[src/rtl/video_scan_timer.sv]
module video_scan_timer #(
  parameter int HW = 12,
  parameter int VW = 12,
  parameter int FW = 16
) (
  input  logic          clk,
  input  logic          rst_n,
  input  logic          sw_rst,
  input  logic          en,
  input  logic          cmd_mode,
  input  logic          ilace_en,
  input  logic [HW-1:0] h_sync_m1,
  input  logic [HW-1:0] h_back_m1,
  input  logic [HW-1:0] h_act_m1,
  input  logic [HW-1:0] h_front_m1,
  input  logic [VW-1:0] v_sync_m1,
  input  logic [VW-1:0] v_back_m1,
  input  logic [VW-1:0] v_act_m1,
  input  logic [VW-1:0] v_front_m1,
  input  logic          irq_clr,
  output logic          hsync,
  output logic          vsync,
  output logic          de,
  output logic [HW-1:0] pix_x,
  output logic [VW-1:0] pix_y,
  output logic [1:0]    vphase,
  output logic          field,
  output logic [FW-1:0] frame_id,
  output logic          frm_irq,
  output logic          irq_pend
);

  localparam logic [1:0] PH_SYNC  = 2'd0;
  localparam logic [1:0] PH_BACK  = 2'd1;
  localparam logic [1:0] PH_ACT   = 2'd2;
  localparam logic [1:0] PH_FRONT = 2'd3;

  logic          run;
  logic [1:0]    hph, vph;
  logic [HW-1:0] hcnt, hlim;
  logic [VW-1:0] vcnt, vlim;
  logic [HW-1:0] hs_q, hb_q, ha_q, hf_q;
  logic [VW-1:0] vs_q, vb_q, va_q, vf_q;
  logic          cmd_q;

  always_comb begin
    case (hph)
      PH_SYNC: hlim = hs_q;
      PH_BACK: hlim = hb_q;
      PH_ACT:  hlim = ha_q;
      default: hlim = hf_q;
    endcase
    case (vph)
      PH_SYNC: vlim = vs_q;
      PH_BACK: vlim = vb_q;
      PH_ACT:  vlim = va_q;
      default: vlim = vf_q;
    endcase
  end

  wire go         = en && !sw_rst;
  wire h_end      = hcnt == hlim;
  wire line_end   = h_end && hph == PH_FRONT;
  wire v_end      = vcnt == vlim;
  wire frame_end  = run && line_end && v_end && vph == PH_FRONT;
  wire load       = go && (!run || frame_end);
  wire into_back  = go && run && line_end && v_end && vph == PH_SYNC;
  wire into_front = go && run && line_end && v_end && vph == PH_ACT;
  wire bump       = (load && !cmd_mode) || (into_back && cmd_q);

  always_ff @(posedge clk or negedge rst_n) begin
    if (!rst_n) begin
      run   <= 1'b0;
      hph   <= PH_SYNC;
      vph   <= PH_SYNC;
      hcnt  <= '0;
      vcnt  <= '0;
      field <= 1'b0;
    end else if (!go) begin
      run   <= 1'b0;
      hph   <= PH_SYNC;
      vph   <= PH_SYNC;
      hcnt  <= '0;
      vcnt  <= '0;
      field <= 1'b0;
    end else if (!run) begin
      run <= 1'b1;
    end else if (!h_end) begin
      hcnt <= hcnt + 1'b1;
    end else begin
      hcnt <= '0;
      hph  <= hph + 2'd1;
      if (hph == PH_FRONT) begin
        if (!v_end) begin
          vcnt <= vcnt + 1'b1;
        end else begin
          vcnt <= '0;
          vph  <= vph + 2'd1;
          if (vph == PH_FRONT) field <= ilace_en ? !field : 1'b0;
        end
      end
    end
  end

  always_ff @(posedge clk or negedge rst_n) begin
    if (!rst_n) begin
      {hs_q, hb_q, ha_q, hf_q} <= '0;
      {vs_q, vb_q, va_q, vf_q} <= '0;
      cmd_q <= 1'b0;
    end else if (load) begin
      {hs_q, hb_q, ha_q, hf_q} <= {h_sync_m1, h_back_m1, h_act_m1, h_front_m1};
      {vs_q, vb_q, va_q, vf_q} <= {v_sync_m1, v_back_m1, v_act_m1, v_front_m1};
      cmd_q <= cmd_mode;
    end
  end

  always_ff @(posedge clk or negedge rst_n) begin
    if (!rst_n) begin
      frame_id <= '0;
      frm_irq  <= 1'b0;
      irq_pend <= 1'b0;
    end else if (sw_rst) begin
      frame_id <= '0;
      frm_irq  <= 1'b0;
      irq_pend <= 1'b0;
    end else begin
      if (bump) frame_id <= frame_id + 1'b1;
      frm_irq  <= into_front;
      irq_pend <= into_front || (irq_pend && !irq_clr);
    end
  end

  assign hsync  = run && hph == PH_SYNC;
  assign vsync  = run && vph == PH_SYNC;
  assign de     = run && hph == PH_ACT && vph == PH_ACT;
  assign pix_x  = (run && hph == PH_ACT) ? hcnt : '0;
  assign pix_y  = (run && vph == PH_ACT) ? vcnt : '0;
  assign vphase = vph;

  AST_IDLE_QUIET: assert property (@(posedge clk) disable iff (!rst_n)
    (!run) |-> (!hsync && !vsync && !de && vphase == PH_SYNC));

  AST_VPHASE_STEP: assert property (@(posedge clk) disable iff (!rst_n)
    (run && $past(run) && vph != $past(vph)) |-> (vph == $past(vph) + 2'd1));

  AST_FID_STEP: assert property (@(posedge clk) disable iff (!rst_n)
    (!sw_rst) |=> (frame_id == $past(frame_id) || frame_id == $past(frame_id) + 1'b1));

  AST_FID_AT_VSYNC: assert property (@(posedge clk) disable iff (!rst_n)
    (run && !cmd_q && frame_id != $past(frame_id)) |-> ($rose(vsync) && hsync));

  AST_FID_AT_BACK: assert property (@(posedge clk) disable iff (!rst_n)
    (run && cmd_q && frame_id != $past(frame_id)) |-> (vphase == PH_BACK && hsync));

  AST_IRQ_PULSE: assert property (@(posedge clk) disable iff (!rst_n)
    frm_irq |=> !frm_irq);

  AST_IRQ_AT_FRONT: assert property (@(posedge clk) disable iff (!rst_n)
    frm_irq |-> (vphase == PH_FRONT && hsync && irq_pend));

  AST_PEND_STICKY: assert property (@(posedge clk) disable iff (!rst_n)
    (irq_pend && !irq_clr && !sw_rst) |=> irq_pend);

  AST_DE_COORD: assert property (@(posedge clk) disable iff (!rst_n)
    (de && $past(de) && pix_y == $past(pix_y)) |-> (pix_x == $past(pix_x) + 1'b1));

endmodule

[config.mk]
export PLATFORM = sky130hd
export DESIGN_NAME = video_scan_timer
export DESIGN_NICKNAME = d
export VERILOG_FILES = /design/src/rtl/video_scan_timer.sv
export SDC_FILE = /design/constraint.sdc
export NUM_CORES = 1
export LEC_CHECK = 0
export ABC_AREA = 1
export BUFFER_PORTS_ARGS = -buffer_cell sky130_fd_sc_hd__buf_4
export CAP_MARGIN = 30
export CORE_MARGIN = 2
export CORE_UTILIZATION = 39
export DETAILED_ROUTE_END_ITERATION = 10
export GPL_ROUTABILITY_DRIVEN = 0
export HOLD_SLACK_MARGIN = 0.06
export PLACE_DENSITY = 0.59
export SLEW_MARGIN = 20
export SYNTH_ARGS = -nofsm -noshare
export SYNTH_HDL_FRONTEND = slang
export SYNTH_SLANG_ARGS = --single-unit
export TNS_END_PERCENT = 100
[constraint.sdc]
create_clock -name clk -period 5.6 [get_ports clk]
set_clock_uncertainty 0.2 [all_clocks]
set_input_delay 0.28 -clock clk [delete_from_list [all_inputs] [get_ports clk]]
set_output_delay 0.28 -clock clk [all_outputs]
set_load 0.1 [all_outputs]
==> impl_metrics.tcl <==
set metrics [dict create \
    synth-xor-area-share 0.01469 \
    critPathLaunchType "flop" \
    slew-limit-headroom 0.4023 \
    initial_core_util 0.3981 \
    synth.cell_area_sq_um 7749 \
    worst_setup_path_end_kind "flop" \
    r2r_end "vs_q[8]$_DFFE_PN0P_" \
    wl_met2_um 10660 \
    yosysWarningCount 0 \
    overflow 0 \
    htree_levels 4 \
    maxCapViolCount 0 \
    fmax_ghz 0.2435 \
    crit_arrival_ns 4.28 \
    rsz0062_at_grt "no" \
    detail-route-antenna-nets 0 \
    grt_pass1_wl_um 38430 \
    synth-async-reset-ratio 1.000 \
    fin_util 0.5439 \
    routed-via-count 7659 \
    clk_latency_ns 0.44 \
    syn_inst 1096 \
    r2r_slack_ns 1.49 \
    cts_tree "built" \
    io_buffers 150 \
    finalWorstPathRequiredPeriod_ns 4.107 \
    top_layer_used "met4" \
    cts.clk_slew.worst_paths_ns 0.07 \
    grt_pass1_vias 7539 \
    post-route-drc-count 0 \
    synth.top_cells.by_count "564 x nand2_1, 145 x dfrtp_1, 81 x nand3_1" \
    critical_path.max_fanout 48 \
    min_path_type "input pin to async pin" \
    irDropWorstVdd_uv 230.3 \
    synthSimpleGateAreaFrac 0.3961 \
    synth_top_family_by_area "simple AND/OR/NAND/NOR gates" \
    wl_met1_um 11200 \
    syn_area_per_cell_sq_um 7.070 \
    cts_buffer_depth 2 \
    hold_viol 0 \
    place_hpwl_um 15940 \
    antenna_found_initial 0 \
    synth_edf_count 0 \
    status "finished clean" \
    reg2reg_from "vphase[0]$_DFFE_PN0P_" \
    grtUsageTotal 0.2277 \
    cp_num_buf_inv 3 \
    grt_max_degree 76 \
    placed_cell_area_sq_um 9006 \
    crit_required_ns 5.78 \
    ys.flop_type "dfrtp_1" \
    final-seq-area_sq_um 3628 \
    multi_input_area_sq_um 3566 \
    cts_sinks 145 \
    cp_top_family "buffers and inverters" \
    worst-path-stages 16 \
    synth.distinct_cells 29 \
    tns_ns 0 \
    die_w_um 145.0 \
    routed-wl-met3_um 1151 \
    cpMostUsedCell "nand2_1" \
    slowest_delay_ns 0.73 \
    cts_root_buf "clkbuf_16" \
    cp_slowest_cell "inv_2" \
    power_mw 2.941 \
    p_leak_nw 5.505 \
    synth.area.top_cells "dfrtp_1 47%, nand2_1 27%, nand3_1 5.2%" \
    reg2reg_depth 16 \
    routedWlPerCell_um 14.62 \
    synthAdderAreaFrac 0.01776 \
    fp.dieH_um 145.0 \
    postCtsSetupRepairBufs 0 \
    drive_above_1_share 0.1463 \
    firstDrtPassIters 5 \
    ys_ff_latch 145 \
    hold_slack_ns 0.1212 \
    die_area_sq_um 21010 \
    io_pins 151 \
    antenna_cells 0 \
    cts_buffers 17 \
    crit_type "flop to flop" \
    slew_viol_final 0 \
    synth_compound_area_frac 0.03165 \
    n_fill_cell 1875 \
    synth_most_common_cell "nand2_1" \
    vias_per_cell 4.772 \
    yosysTopAreaCell "dfrtp_1" \
    synth_nets 1210 \
    core.rowCount 51 \
    drt-total-wl_um 23470 \
    coreArea_sq_um 19460 \
    synth_seq_area_share 0.4683 \
    period_share 0.7333 \
    fin_area_sq_um 10590 \
    setup_violations 0 \
    drtIter0Drc 586 \
    crit_chain "ha_1, inv_1, nand2_1, nand2_1, nand2_1, nand2_1, nand2_1, nor2_1, nand3_2, nor2_1, nand3_1, nand2_4, inv_2, buf_4, nand2_1, nand2_1" \
    powerDensity_nw_per_um2 277.8 \
    tightest_slew_ns 0.8965 \
    synthMuxAreaShare 0 \
    synth_top_area_share 0.4683 \
    final_nets 1441 \
    areaGrowthSynthToFinish_pct 36.62 \
]
## cell families after synthesis
family / count (synthesis)
AO/OA/AOI/OAI: 47
XOR/XNOR: 13
adder cells (fa/ha/maj): 11
buffers and inverters: 121
flip-flops: 145
AND/OR/NAND/NOR: 759
## final cells by class
cell class,count,area share
flip-flops and latches,145,0.3427
multi-input cells,830,0.3368
repair buffers,255,0.2067
clock buffers,18,0.04148
well taps,265,0.03132
inverters,78,0.02766
clock inverters,14,0.01324
## worst max path at each step
stage | startpoint | end | slack, ns
2_1_floorplan | vphase[1]$_DFFE_PN0P_ | pix_y[10] | 2.11
3_3_place_gp | vphase[0]$_DFFE_PN0P_ | vb_q[11]$_DFFE_PN0P_ | 1.58
3_5_place_dp | vphase[0]$_DFFE_PN0P_ | vs_q[8]$_DFFE_PN0P_ | 1.52
4_1_cts | vphase[0]$_DFFE_PN0P_ | vs_q[11]$_DFFE_PN0P_ | 1.48
5_1_grt | vphase[1]$_DFFE_PN0P_ | vs_q[2]$_DFFE_PN0P_ | 1.03
6_report | vphase[0]$_DFFE_PN0P_ | vs_q[8]$_DFFE_PN0P_ | 1.49
## state kept, by name, summed over array words and instances, names as in the netlist
signal and flops:
cmd_q 1, field 1, frame_id 16, frm_irq 1
ha_q 12, hb_q 12, hcnt 12, hf_q 12
hph 2, hs_q 12, irq_pend 1, run 1
va_q 12, vb_q 12, vcnt 12, vf_q 12
vphase 2, vs_q 12
## where the power goes
group / switching (mW) / internal [mW]
sequential: 0.0757 / 1.17
combinational: 0.351 / 0.227
clock: 0.521 / 0.601
total: 0.948 / 1.99
## cells in the final DEF (no fill, tap or decap), drive strengths merged
master       count
nand2          567
buf            155
dfrtp          145
dlygate4sd3    100
inv             85
nand3           82
nor2            74
o21ai           29
clkbuf          18
xor2            13
nor3            13
a21oi           12
ha              11
nand4           10
nor3b            6
nor4             5
clkinv           5
o22ai            3
o21a             2
clkinvlp         2
nand3b           1
and3             1
a31oi            1
## what timing repair did
action,4_1_cts,5_1_grt
hold endpoints to repair,220,0
gates resized for setup,0,0
hold buffers,100,0
## through the flow
step | std cells | setup slack [ns]
after floorplan | 1096 | 2.114
after global placement | 1472 | 1.582
after detailed placement | 1473 | 1.519
after CTS | 1605 | 1.477
after global routing | 1605 | 1.034
final | 1605 | 1.493
## routing by layer
| metal | track usage | up-vias |
|---|---|---|
| met5 | 0 | - |
| met2 | 0.3545 | 192 |
| li1 | - | 3862 |
| met4 | 0.06832 | 0 |
| met1 | 0.3213 | 3566 |
| met3 | 0.04560 | 39 |
Power figures use the tool's default switching activity.
